File: config.mk
export PLATFORM = sky130hd
export DESIGN_NAME = mfm_matcher
export DESIGN_NICKNAME = d
export VERILOG_FILES = /design/src/rtl/mfm_pkg.sv /design/src/rtl/mfm_rule_table.sv /design/src/rtl/mfm_rule_cmp.sv /design/src/rtl/mfm_prio_sel.sv /design/src/rtl/mfm_matcher.sv
export SDC_FILE = /design/constraint.sdc
export NUM_CORES = 1
export LEC_CHECK = 0
export BUFFER_PORTS_ARGS = -buffer_cell sky130_fd_sc_hd__buf_4
export CAP_MARGIN = 15
export CORE_MARGIN = 3
export CORE_UTILIZATION = 60
export DETAILED_ROUTE_END_ITERATION = 10
export GPL_ROUTABILITY_DRIVEN = 0
export PLACE_DENSITY = 0.79
export SYNTH_ARGS = -nofsm -noshare
export SYNTH_HDL_FRONTEND = slang
export SYNTH_HIERARCHICAL = 1
export SYNTH_SLANG_ARGS = --single-unit
export TNS_END_PERCENT = 100
File: constraint.sdc
create_clock -name clk -period 24.8 [get_ports clk]
set_input_delay 3.72 -clock clk [delete_from_list [all_inputs] [get_ports clk]]
set_output_delay 3.72 -clock clk [all_outputs]
set_load 0.01 [all_outputs]
File: src/rtl/mfm_pkg.sv
// Package mfm_pkg
// Purpose : field widths, header and rule record types shared by the matcher.
// Assumes : field widths are fixed by the header format; table size and
//           priority width are parameters of the modules that use them.
package mfm_pkg;

    localparam int ADDR_W  = 8;
    localparam int PORT_W  = 4;
    localparam int PROTO_W = 2;
    localparam int LEN_W   = $clog2(ADDR_W + 1);

    // One lookup key.
    typedef struct packed {
        logic [ADDR_W-1:0]  sa;
        logic [ADDR_W-1:0]  da;
        logic [PORT_W-1:0]  sp;
        logic [PORT_W-1:0]  dp;
        logic [PROTO_W-1:0] proto;
    } hdr_t;

    // One rule without its priority.
    typedef struct packed {
        logic               en;
        logic [ADDR_W-1:0]  sa;
        logic [LEN_W-1:0]   sa_len;
        logic [ADDR_W-1:0]  da;
        logic [LEN_W-1:0]   da_len;
        logic [PORT_W-1:0]  sp_lo;
        logic [PORT_W-1:0]  sp_hi;
        logic [PORT_W-1:0]  dp_lo;
        logic [PORT_W-1:0]  dp_hi;
        logic [PROTO_W-1:0] proto;
        logic               proto_any;
    } rule_t;

endpackage

File: src/rtl/mfm_rule_table.sv
// Module mfm_rule_table
// Purpose : register file of NUM_RULES rules and their priorities,
//           written one whole entry per cycle.
// Assumes : indices at or above NUM_RULES are ignored; reset clears all
//           entries, so every rule starts disabled.
module mfm_rule_table
    import mfm_pkg::*;
#(
    parameter int NUM_RULES = 8,
    parameter int PRIO_W    = 4,
    parameter int IDX_W     = 3
) (
    input  logic                              clk,
    input  logic                              rst_n,
    input  logic                              wr_en,
    input  logic [IDX_W-1:0]                  wr_idx,
    input  rule_t                             wr_rule,
    input  logic [PRIO_W-1:0]                 wr_prio,
    output rule_t [NUM_RULES-1:0]             rules_o,
    output logic  [NUM_RULES-1:0][PRIO_W-1:0] prio_o
);

    rule_t [NUM_RULES-1:0]             rules_q;
    logic  [NUM_RULES-1:0][PRIO_W-1:0] prio_q;

    // Store a whole entry on a write, clear the table on reset.
    always_ff @(posedge clk) begin
        if (!rst_n) begin
            rules_q <= '0;
            prio_q  <= '0;
        end else if (wr_en && (int'(wr_idx) < NUM_RULES)) begin
            rules_q[wr_idx] <= wr_rule;
            prio_q[wr_idx]  <= wr_prio;
        end
    end

    assign rules_o = rules_q;
    assign prio_o  = prio_q;

    // a write lands in the addressed entry at that edge
    a_r9_write_lands: assert property (@(posedge clk) disable iff (!rst_n)
        (wr_en && (int'(wr_idx) < NUM_RULES)) |=>
            (rules_q[$past(wr_idx)] == $past(wr_rule)) &&
            (prio_q[$past(wr_idx)] == $past(wr_prio)));

endmodule

File: src/rtl/mfm_rule_cmp.sv
// Module mfm_rule_cmp
// Purpose : decides whether one rule covers one header; purely combinational.
// Assumes : prefix lengths above ADDR_W are treated as ADDR_W; an empty
//           (inverted) port range covers nothing.
module mfm_rule_cmp
    import mfm_pkg::*;
(
    input  hdr_t  hdr,
    input  rule_t rule,
    output logic  hit
);

    // Prefix test: build a mask of the leading len bits and compare under it.
    function automatic logic pfx_ok(input logic [ADDR_W-1:0] key,
                                    input logic [ADDR_W-1:0] val,
                                    input logic [LEN_W-1:0]  len);
        logic [ADDR_W-1:0] m;
        m = '0;
        for (int b = 0; b < ADDR_W; b++) begin
            if (int'(len) > b) m[ADDR_W-1-b] = 1'b1;
        end
        return ((key ^ val) & m) == '0;
    endfunction

    // Inclusive range test.
    function automatic logic rng_ok(input logic [PORT_W-1:0] key,
                                    input logic [PORT_W-1:0] lo,
                                    input logic [PORT_W-1:0] hi);
        return (key >= lo) && (key <= hi);
    endfunction

    logic sa_ok, da_ok, sp_ok, dp_ok, pr_ok;

    // Evaluate each field with its own comparison kind.
    always_comb begin
        sa_ok = pfx_ok(hdr.sa, rule.sa, rule.sa_len);
        da_ok = pfx_ok(hdr.da, rule.da, rule.da_len);
        sp_ok = rng_ok(hdr.sp, rule.sp_lo, rule.sp_hi);
        dp_ok = rng_ok(hdr.dp, rule.dp_lo, rule.dp_hi);
        pr_ok = rule.proto_any || (hdr.proto == rule.proto);
    end

    assign hit = rule.en && sa_ok && da_ok && sp_ok && dp_ok && pr_ok;

endmodule

File: src/rtl/mfm_prio_sel.sv
// Module mfm_prio_sel
// Purpose : picks the matching rule with the smallest priority value, lowest
//           index on ties; outputs zero index and priority when none match.
// Assumes : clk and rst_n are used only by the local assertions.
module mfm_prio_sel #(
    parameter int NUM_RULES = 8,
    parameter int PRIO_W    = 4,
    parameter int IDX_W     = 3
) (
    input  logic                              clk,
    input  logic                              rst_n,
    input  logic [NUM_RULES-1:0]              hit_i,
    input  logic [NUM_RULES-1:0][PRIO_W-1:0]  prio_i,
    output logic                              found_o,
    output logic [IDX_W-1:0]                  idx_o,
    output logic [PRIO_W-1:0]                 prio_o
);

    // Scan upward; only a strictly smaller value displaces the holder.
    always_comb begin
        found_o = 1'b0;
        idx_o   = '0;
        prio_o  = '0;
        for (int i = 0; i < NUM_RULES; i++) begin
            if (hit_i[i] && (!found_o || (prio_i[i] < prio_o))) begin
                found_o = 1'b1;
                idx_o   = IDX_W'(i);
                prio_o  = prio_i[i];
            end
        end
    end

    // the reported rule is one that actually matched, with its own priority
    a_r5_winner_matched: assert property (@(posedge clk) disable iff (!rst_n)
        found_o |-> (hit_i[idx_o] && (prio_o == prio_i[idx_o])));

    // a result is found exactly when some rule matched
    a_r6_found_any: assert property (@(posedge clk) disable iff (!rst_n)
        found_o == (|hit_i));

endmodule

File: src/rtl/mfm_matcher.sv
// Module mfm_matcher
// Purpose : top of the five-field priority rule matcher. Three register
//           stages: header capture, per-rule match vector with priority
//           snapshot, and selected result.
// Assumes : one global advance enable; a result that is not taken freezes
//           every stage, so latency is two cycles after acceptance when
//           the output is never held.
module mfm_matcher
    import mfm_pkg::*;
#(
    parameter int NUM_RULES = 8,
    parameter int PRIO_W    = 4
) (
    input  logic               clk,
    input  logic               rst_n,
    input  logic               cfg_we,
    input  logic [2:0]         cfg_idx,
    input  logic               cfg_en,
    input  logic [ADDR_W-1:0]  cfg_sa,
    input  logic [LEN_W-1:0]   cfg_sa_len,
    input  logic [ADDR_W-1:0]  cfg_da,
    input  logic [LEN_W-1:0]   cfg_da_len,
    input  logic [PORT_W-1:0]  cfg_sp_lo,
    input  logic [PORT_W-1:0]  cfg_sp_hi,
    input  logic [PORT_W-1:0]  cfg_dp_lo,
    input  logic [PORT_W-1:0]  cfg_dp_hi,
    input  logic [PROTO_W-1:0] cfg_proto,
    input  logic               cfg_proto_any,
    input  logic [PRIO_W-1:0]  cfg_prio,
    input  logic               in_valid,
    output logic               in_ready,
    input  logic [ADDR_W-1:0]  in_sa,
    input  logic [ADDR_W-1:0]  in_da,
    input  logic [PORT_W-1:0]  in_sp,
    input  logic [PORT_W-1:0]  in_dp,
    input  logic [PROTO_W-1:0] in_proto,
    output logic               out_valid,
    input  logic               out_ready,
    output logic               out_hit,
    output logic [2:0]         out_idx,
    output logic [PRIO_W-1:0]  out_prio
);

    localparam int IDX_W = 3;

    rule_t                             wr_rule;
    rule_t [NUM_RULES-1:0]             rules;
    logic  [NUM_RULES-1:0][PRIO_W-1:0] prios;
    logic                              adv;

    // Stage 1: captured header.
    logic                              s1_v;
    hdr_t                              s1_hdr;
    // Stage 2: match vector and priority snapshot.
    logic                              s2_v;
    logic  [NUM_RULES-1:0]             s2_hit;
    logic  [NUM_RULES-1:0][PRIO_W-1:0] s2_prio;
    logic  [NUM_RULES-1:0]             hit_c;
    // Selector outputs.
    logic                              sel_found;
    logic  [IDX_W-1:0]                 sel_idx;
    logic  [PRIO_W-1:0]                sel_prio;

    // Pack the write port fields into one rule record.
    always_comb begin
        wr_rule.en        = cfg_en;
        wr_rule.sa        = cfg_sa;
        wr_rule.sa_len    = cfg_sa_len;
        wr_rule.da        = cfg_da;
        wr_rule.da_len    = cfg_da_len;
        wr_rule.sp_lo     = cfg_sp_lo;
        wr_rule.sp_hi     = cfg_sp_hi;
        wr_rule.dp_lo     = cfg_dp_lo;
        wr_rule.dp_hi     = cfg_dp_hi;
        wr_rule.proto     = cfg_proto;
        wr_rule.proto_any = cfg_proto_any;
    end

    mfm_rule_table #(
        .NUM_RULES (NUM_RULES),
        .PRIO_W    (PRIO_W),
        .IDX_W     (IDX_W)
    ) u_table (
        .clk     (clk),
        .rst_n   (rst_n),
        .wr_en   (cfg_we),
        .wr_idx  (cfg_idx),
        .wr_rule (wr_rule),
        .wr_prio (cfg_prio),
        .rules_o (rules),
        .prio_o  (prios)
    );

    // The pipeline moves unless a held result blocks the output.
    assign adv      = !(out_valid && !out_ready);
    assign in_ready = adv;

    // Stage 1: accept a header.
    always_ff @(posedge clk) begin
        if (!rst_n) begin
            s1_v   <= 1'b0;
            s1_hdr <= '0;
        end else if (adv) begin
            s1_v <= in_valid;
            if (in_valid) begin
                s1_hdr.sa    <= in_sa;
                s1_hdr.da    <= in_da;
                s1_hdr.sp    <= in_sp;
                s1_hdr.dp    <= in_dp;
                s1_hdr.proto <= in_proto;
            end
        end
    end

    // One comparator per table entry.
    for (genvar g = 0; g < NUM_RULES; g++) begin : g_cmp
        mfm_rule_cmp u_cmp (
            .hdr  (s1_hdr),
            .rule (rules[g]),
            .hit  (hit_c[g])
        );
    end

    // Stage 2: register match vector and snapshot the priorities with it.
    always_ff @(posedge clk) begin
        if (!rst_n) begin
            s2_v    <= 1'b0;
            s2_hit  <= '0;
            s2_prio <= '0;
        end else if (adv) begin
            s2_v    <= s1_v;
            s2_hit  <= s1_v ? hit_c : '0;
            s2_prio <= prios;
        end
    end

    mfm_prio_sel #(
        .NUM_RULES (NUM_RULES),
        .PRIO_W    (PRIO_W),
        .IDX_W     (IDX_W)
    ) u_sel (
        .clk     (clk),
        .rst_n   (rst_n),
        .hit_i   (s2_hit),
        .prio_i  (s2_prio),
        .found_o (sel_found),
        .idx_o   (sel_idx),
        .prio_o  (sel_prio)
    );

    // Stage 3: registered result.
    always_ff @(posedge clk) begin
        if (!rst_n) begin
            out_valid <= 1'b0;
            out_hit   <= 1'b0;
            out_idx   <= '0;
            out_prio  <= '0;
        end else if (adv) begin
            out_valid <= s2_v;
            out_hit   <= sel_found;
            out_idx   <= sel_idx;
            out_prio  <= sel_prio;
        end
    end

    // a result that is not taken stays on the outputs unchanged
    a_r8_hold_result: assert property (@(posedge clk) disable iff (!rst_n)
        (out_valid && !out_ready) |=>
            (out_valid && $stable(out_hit) && $stable(out_idx) && $stable(out_prio)));

    // an accepted request reaches stage 1 at the next edge
    a_r7_accept_moves: assert property (@(posedge clk) disable iff (!rst_n)
        (in_valid && in_ready) |=> s1_v);

    // a request in stage 2 reaches the outputs when the pipeline moves
    a_r7_stage2_to_out: assert property (@(posedge clk) disable iff (!rst_n)
        (s2_v && adv) |=> out_valid);

    // a miss reports zero index and zero priority
    a_r6_miss_zero: assert property (@(posedge clk) disable iff (!rst_n)
        (out_valid && !out_hit) |-> ((out_idx == '0) && (out_prio == '0)));

endmodule

Word-level counts from Yosys, hierarchy flattened. Cells that the tools add are included.

Register bits after elaboration: 461. Input port bits: 82. Output and inout port bits: 10. Word-level logic and storage cells: 590.

$lt $le $gt $ge: 169. Equality and inequality tests: 8. Mux-type cells: 158. Bitwise gates (word level): 33. Reduce and logical (&&, ||, !) cells: 106.

Operators by type and width (count): 352-bit bitwise mux (1); 4-bit by 3-bit greater-than comparator with 1-bit output, second input constant (64); 1-bit 2-to-1 mux (137); 44-bit demux with 3-bit select (1); 8-bit bitwise AND (16); 4-bit by 1-bit greater-than comparator with 1-bit output, second input constant (32); 4-bit by 2-bit greater-than comparator with 1-bit output, second input constant (32); 8-bit logical NOT (16); 8-bit bitwise XOR (16); 1-bit logical AND (65); 4-bit greater-or-equal comparator (16); 4-bit less-or-equal comparator (16); 44-bit 2-to-1 mux (1); 4-bit 2-to-1 mux (9); 32-bit bitwise mux (1); 4-bit < comparator (7); 2-bit equality test (8); 1-bit logical OR (15); 4-bit demux with 3-bit select (1); 3-bit 2-to-1 mux (4); 1-bit logical NOT (9); 8-bit 2-to-1 mux (1); 3-bit by 4-bit < comparator with 1-bit output, second input constant (1); 2-bit 2-to-1 mux (2); 3 further kinds (3).

Depth between registers and ports, before layout.
Word-level depth: 29. Depth in mapped cells: 55. Gate-level depth less buffers: 53.

Hierarchy. Netlist, hierarchy kept.

Modules (own cells, without submodules): mfm_rule_table (instances 1, cells each 1303, area an instance 13775.7 um2, seq. area each 7687.4 um2); mfm_rule_cmp (instances 8, cells each 103, area an instance 721.9 um2, seq. area each 0.0 um2); mfm_matcher (instances 1, cells each 333, area an instance 2946.6 um2, seq. area each 1541.5 um2); mfm_prio_sel (instances 1, cells each 184, area an instance 1302.5 um2, seq. area each 0.0 um2).

Least setup slack after synthesis. No wires, ideal clock.

Path kind: register -> register. Start: reg s2_hit[0]. End: reg out_idx[2]. Setup time: 122 ps. Data arrival time: 9678 ps. Required time: 24678 ps. Slack: 14999 ps. Stages on the path, launching flop included: 55. Period minus slack after synthesis: 9801 ps. Path through: dfxtp_1 buf_6 nand2_1 ha_1 a21oi_1 a21bo_2 nand2_1 o22ai_1 inv_1 ha_1 a211oi_1 nand2b_1 a41oi_1 o21a_1 mux2i_1 ha_1 a21o_1 a21o_1 (+19 left out) ha_1 o21a_1 o22ai_1 nand2_1 nand2_1 a21oi_1 o31ai_1 nand3_1 mux2_2 ha_1 o21ai_0 a21oi_1 nand2_1 o211a_1 buf_6 or3b_1 nand2_1 a21boi_0.

Longest elaborated chain between the ends: 29.

RTL lines: start, declared (line mfm_matcher.sv:56) `logic [NUM_RULES-1:0] s2_hit;`; start signal, assigned (line mfm_matcher.sv:132) `s2_hit <= s1_v ? hit_c : '0;`; 4-bit 2-to-1 mux or 1-bit 2-to-1 mux (tied branches) (line mfm_prio_sel.sv:25) `if (hit_i[i] && (!found_o || (prio_i[i] < prio_o))) begin`; 4-bit < comparator or 1-bit logical NOT (tied branches) (line mfm_prio_sel.sv:25); 1-bit logical OR (line mfm_prio_sel.sv:25); 1-bit logical AND (line mfm_prio_sel.sv:25); 4-bit 2-to-1 mux or 1-bit 2-to-1 mux (tied branches) (line mfm_prio_sel.sv:25); 4-bit < comparator or 1-bit logical NOT (tied branches) (line mfm_prio_sel.sv:25); 1-bit logical OR (line mfm_prio_sel.sv:25); 1-bit logical AND (line mfm_prio_sel.sv:25); (+14 left out); 1-bit logical OR (line mfm_prio_sel.sv:25); 1-bit logical AND (line mfm_prio_sel.sv:25); 4-bit 2-to-1 mux or 1-bit 2-to-1 mux (tied branches) (line mfm_prio_sel.sv:25); 4-bit < comparator or 1-bit logical NOT (tied branches) (line mfm_prio_sel.sv:25); 1-bit logical OR (line mfm_prio_sel.sv:25); 1-bit logical AND (line mfm_prio_sel.sv:25); 3-bit 2-to-1 mux (*) (line mfm_prio_sel.sv:25); via sel_idx[2] (line mfm_matcher.sv:61) `logic [IDX_W-1:0] sel_idx;`; end signal, assigned (line mfm_matcher.sv:161) `out_idx <= sel_idx;`; end, declared (line mfm_matcher.sv:40) `output logic [2:0] out_idx,`.

The timed path passes the listed nets; every way through them passes the cells marked *. A chain may end at the register's enable or synchronous reset.

Worst setup path after layout. Same ends and word-level chain as after synthesis.

==> results_dict.tcl <==
set metrics [dict create \
    run_status "completed" \
    criticalPathCategory "flop to flop" \
    numCtsBuffers 48 \
    synth_top_family_by_area "multiplexers" \
    switching_power_mw 0.4341 \
    crit_required_ns 25.26 \
    reg2reg_depth 51 \
    cap_violations 0 \
    syn_inst 2644 \
    min_period_ns 11.29 \
    layout.cells.most_common "nand2_1" \
    design_area_um2 26210 \
    fin_tns_setup_ns 0 \
    synth-simple-area-share_pct 14.67 \
    fillerInstances 3036 \
    worst_slew_pin_slew_ns 1.072 \
    holdBufCountCts 0 \
    p_int_mw 1.263 \
    synth.area.top_cells "dfxtp_1, mux2i_1, nand2_1" \
    fmax_ghz 0.08859 \
    hold_violations 0 \
    placed_cells_incl_taps 3144 \
    pwr-share-seq_pct 46.2 \
    finalNonFillerCells 3233 \
    wl_met2_um 28440 \
    synth_cell_types 68 \
    viasPerCell 5.933 \
    drv_slew 0 \
    synthMuxAreaShare_pct 17.83 \
    nets 2907 \
    synth-async-reset-ratio_pct 0 \
    peakVddDrop_v 0.00004973 \
    synth.top_cell.area_share_pct 38.78 \
    grt_max_degree 167 \
    start_util_pct 61.16 \
    ys_seq_area_share_pct 38.78 \
    ios 92 \
    powerDensity_nw_per_um2 64.73 \
    clk_latency_ns 0.59 \
    cpMaxStageDelayCell "dfxtp_1" \
    slowest_delay_ns 0.52 \
    ant_nets 0 \
    grt_overflow_total 0 \
    routed_wl_um 65140 \
    coreArea_um2 38920 \
    yosys_register_bits 461 \
    core.rowCount 72 \
    firstDrtPassIters 6 \
    cts.sinks 461 \
    clk_pin_slew_ns 0.06 \
    min_path_cells 2 \
    clkPwrFrac_pct 43.8 \
    rsz0062_at_grt "no" \
    avgRoutedWirePerCell_um 20.15 \
    highest_layer "met4" \
    final_cell_mix "nand2_1, dfxtp_1, mux2i_1, inv_1, ha_1" \
    synth_xor_area_share_pct 5.299 \
    cts_tree "yes" \
    ctsHtreeMaxLevel 2 \
    post-cts-setup-buffers 0 \
    die_area_um2 42090 \
    synth_compound_area_share_pct 9.868 \
    finalSetupViolations 0 \
    synth_area_um2 23800 \
    root_buffer "clkbuf_16" \
    skew_ns 0.03091 \
    period_share_pct 45.52 \
    hpwl_um 44300 \
    area_delta_synth_final_pct 10.14 \
    grt_pass1_wl_um 100300 \
    p_leak_nw 11.81 \
    crit_arrival_ns 11.75 \
    relSlewSlack_pct 28.55 \
    yosysWarningCount 6 \
    synth_top_cell_by_area "dfxtp_1" \
    grt_pass1_vias 18147 \
    hold_class "flop to flop" \
    port_buffers 91 \
    wl_met1_um 29440 \
    swShare_pct 25.58 \
    clockBufferDepth 3 \
    endpoint_kind "flop" \
    worstSetupStartpointType "flop" \
    combinationalPowerShare_pct 10.0 \
    synth_fa_ha_area_share_pct 7.833 \
    antenna_cells 0 \
    synth_fp_nets 2875 \
    vias 19181 \
    track_usage_pct 30.03 \
    path_max_fanout 10 \
    drive_gt1_share_pct 8.103 \
    drc 0 \
    place_area_um2 24590 \
    cts_resized 0 \
    die-width_um 205.2 \
    syn_avg_cell_area_um2 9.002 \
    drtIter0Drc 1651 \
    antenna_found_initial 0 \
    synth_edf_count 0 \
    synth_ff_type "dfxtp_1" \
    wl_met3_um 5074 \
    dieHeight_um 205.2 \
    power_mw 1.697 \
]
-- layout make-up --
| type | count | area [um^2] | share of cell area (%) |
|---|---|---|---|
| clock inverter | 18 | 203.9 | 0.7780 |
| sequential | 461 | 9229 | 35.21 |
| clock buffer | 71 | 1419 | 5.413 |
| multi-input combinational | 1888 | 13260 | 50.60 |
| timing repair buffer | 105 | 795.8 | 3.036 |
| tap | 518 | 648.1 | 2.473 |
| inverter | 172 | 653.1 | 2.492 |
-- per-stage QoR --
step	utilization [%]	setup WS (ns)	hold slack, ns
detailed placement	63.18	13.76	0.4472
floorplan	-	15.00	0.4313
CTS	67.35	13.68	0.4567
global route	67.35	12.65	0.4723
global placement	63.18	14.23	0.4415
finish	67.35	13.51	0.4549
-- path summary, 6_finish.rpt --
path,from,endpoint,slack [ns]
min,u_table/rules_o[14],u_table/rules_o[14],0.45
max,s2_hit[0],out_idx[2],13.51
min reg2reg,u_table/rules_o[14],u_table/rules_o[14],0.45
max reg2reg,s2_hit[0],out_idx[2],13.51
-- critical path: cells and delay by family, from the launching register on --
| family | cells | cell delay [ns] |
|---|---|---|
| AO/OA/AOI/OAI | 27 | 5.20 |
| adder cells (fa/ha/maj) | 7 | 2.05 |
| buffers and inverters | 1 | 0.07 |
| flip-flops | 1 | 0.52 |
| multiplexers | 3 | 0.98 |
| AND/OR/NAND/NOR | 13 | 2.35 |
-- state kept, by name, indices dropped and copies added (netlist names) --
signal,count
u_table/rules_o,352
out_hit,1
s2_v,1
s2_hit,8
out_idx,3
out_prio,4
s2_prio,32
s1_v,1
out_valid,1
u_table/prio_o,32
s1_hdr,26
-- kinds of logic (layout without fill, tap and decap cells) --
logic type	after synthesis	in the layout
AND/OR/NAND/NOR	808	808
AO/OA/AOI/OAI	364	364
flip-flops	461	461
adder cells (fa/ha/maj)	149	149
multiplexers	423	423
XOR/XNOR	144	144
buffers and inverters	295	366
-- metal layers --
metal	up-vias	global-route usage (%)
met5	-	0
met4	0	10.59
met3	151	4.720
met2	765	46.23
met1	9223	42.85
li1	9042	-
-- Yosys cell counts, drive strengths merged (6+ instances only) --
library cell / n
a211o: 8
a211oi: 25
a21boi: 51
a21o: 6
a21oi: 119
a221o: 8
a221oi: 8
buf: 76
clkbuf: 47
dfxtp: 461
ha: 149
inv: 172
mux2: 7
mux2i: 416
nand2: 618
nand2b: 12
nand3: 20
nand4: 27
nor2: 61
nor3: 11
nor4: 24
o21a: 20
o21ai: 67
o22a: 13
o22ai: 20
or3: 14
xnor2: 96
xor2: 48
-- power by group through the flow --
| stage | clock, mW | sequential (mW) | combinational, mW |
|---|---|---|---|
| CTS | 0.749 | 0.784 | 0.165 |
| finish | 0.743 | 0.785 | 0.169 |
| global placement | 0 | 0.799 | 0.158 |
| detailed placement | 0 | 0.800 | 0.164 |
| floorplan | 0 | 0.791 | 0.111 |
| global route | 0.775 | 0.786 | 0.182 |
No activity file was read; power rests on OpenSTA's default activity.
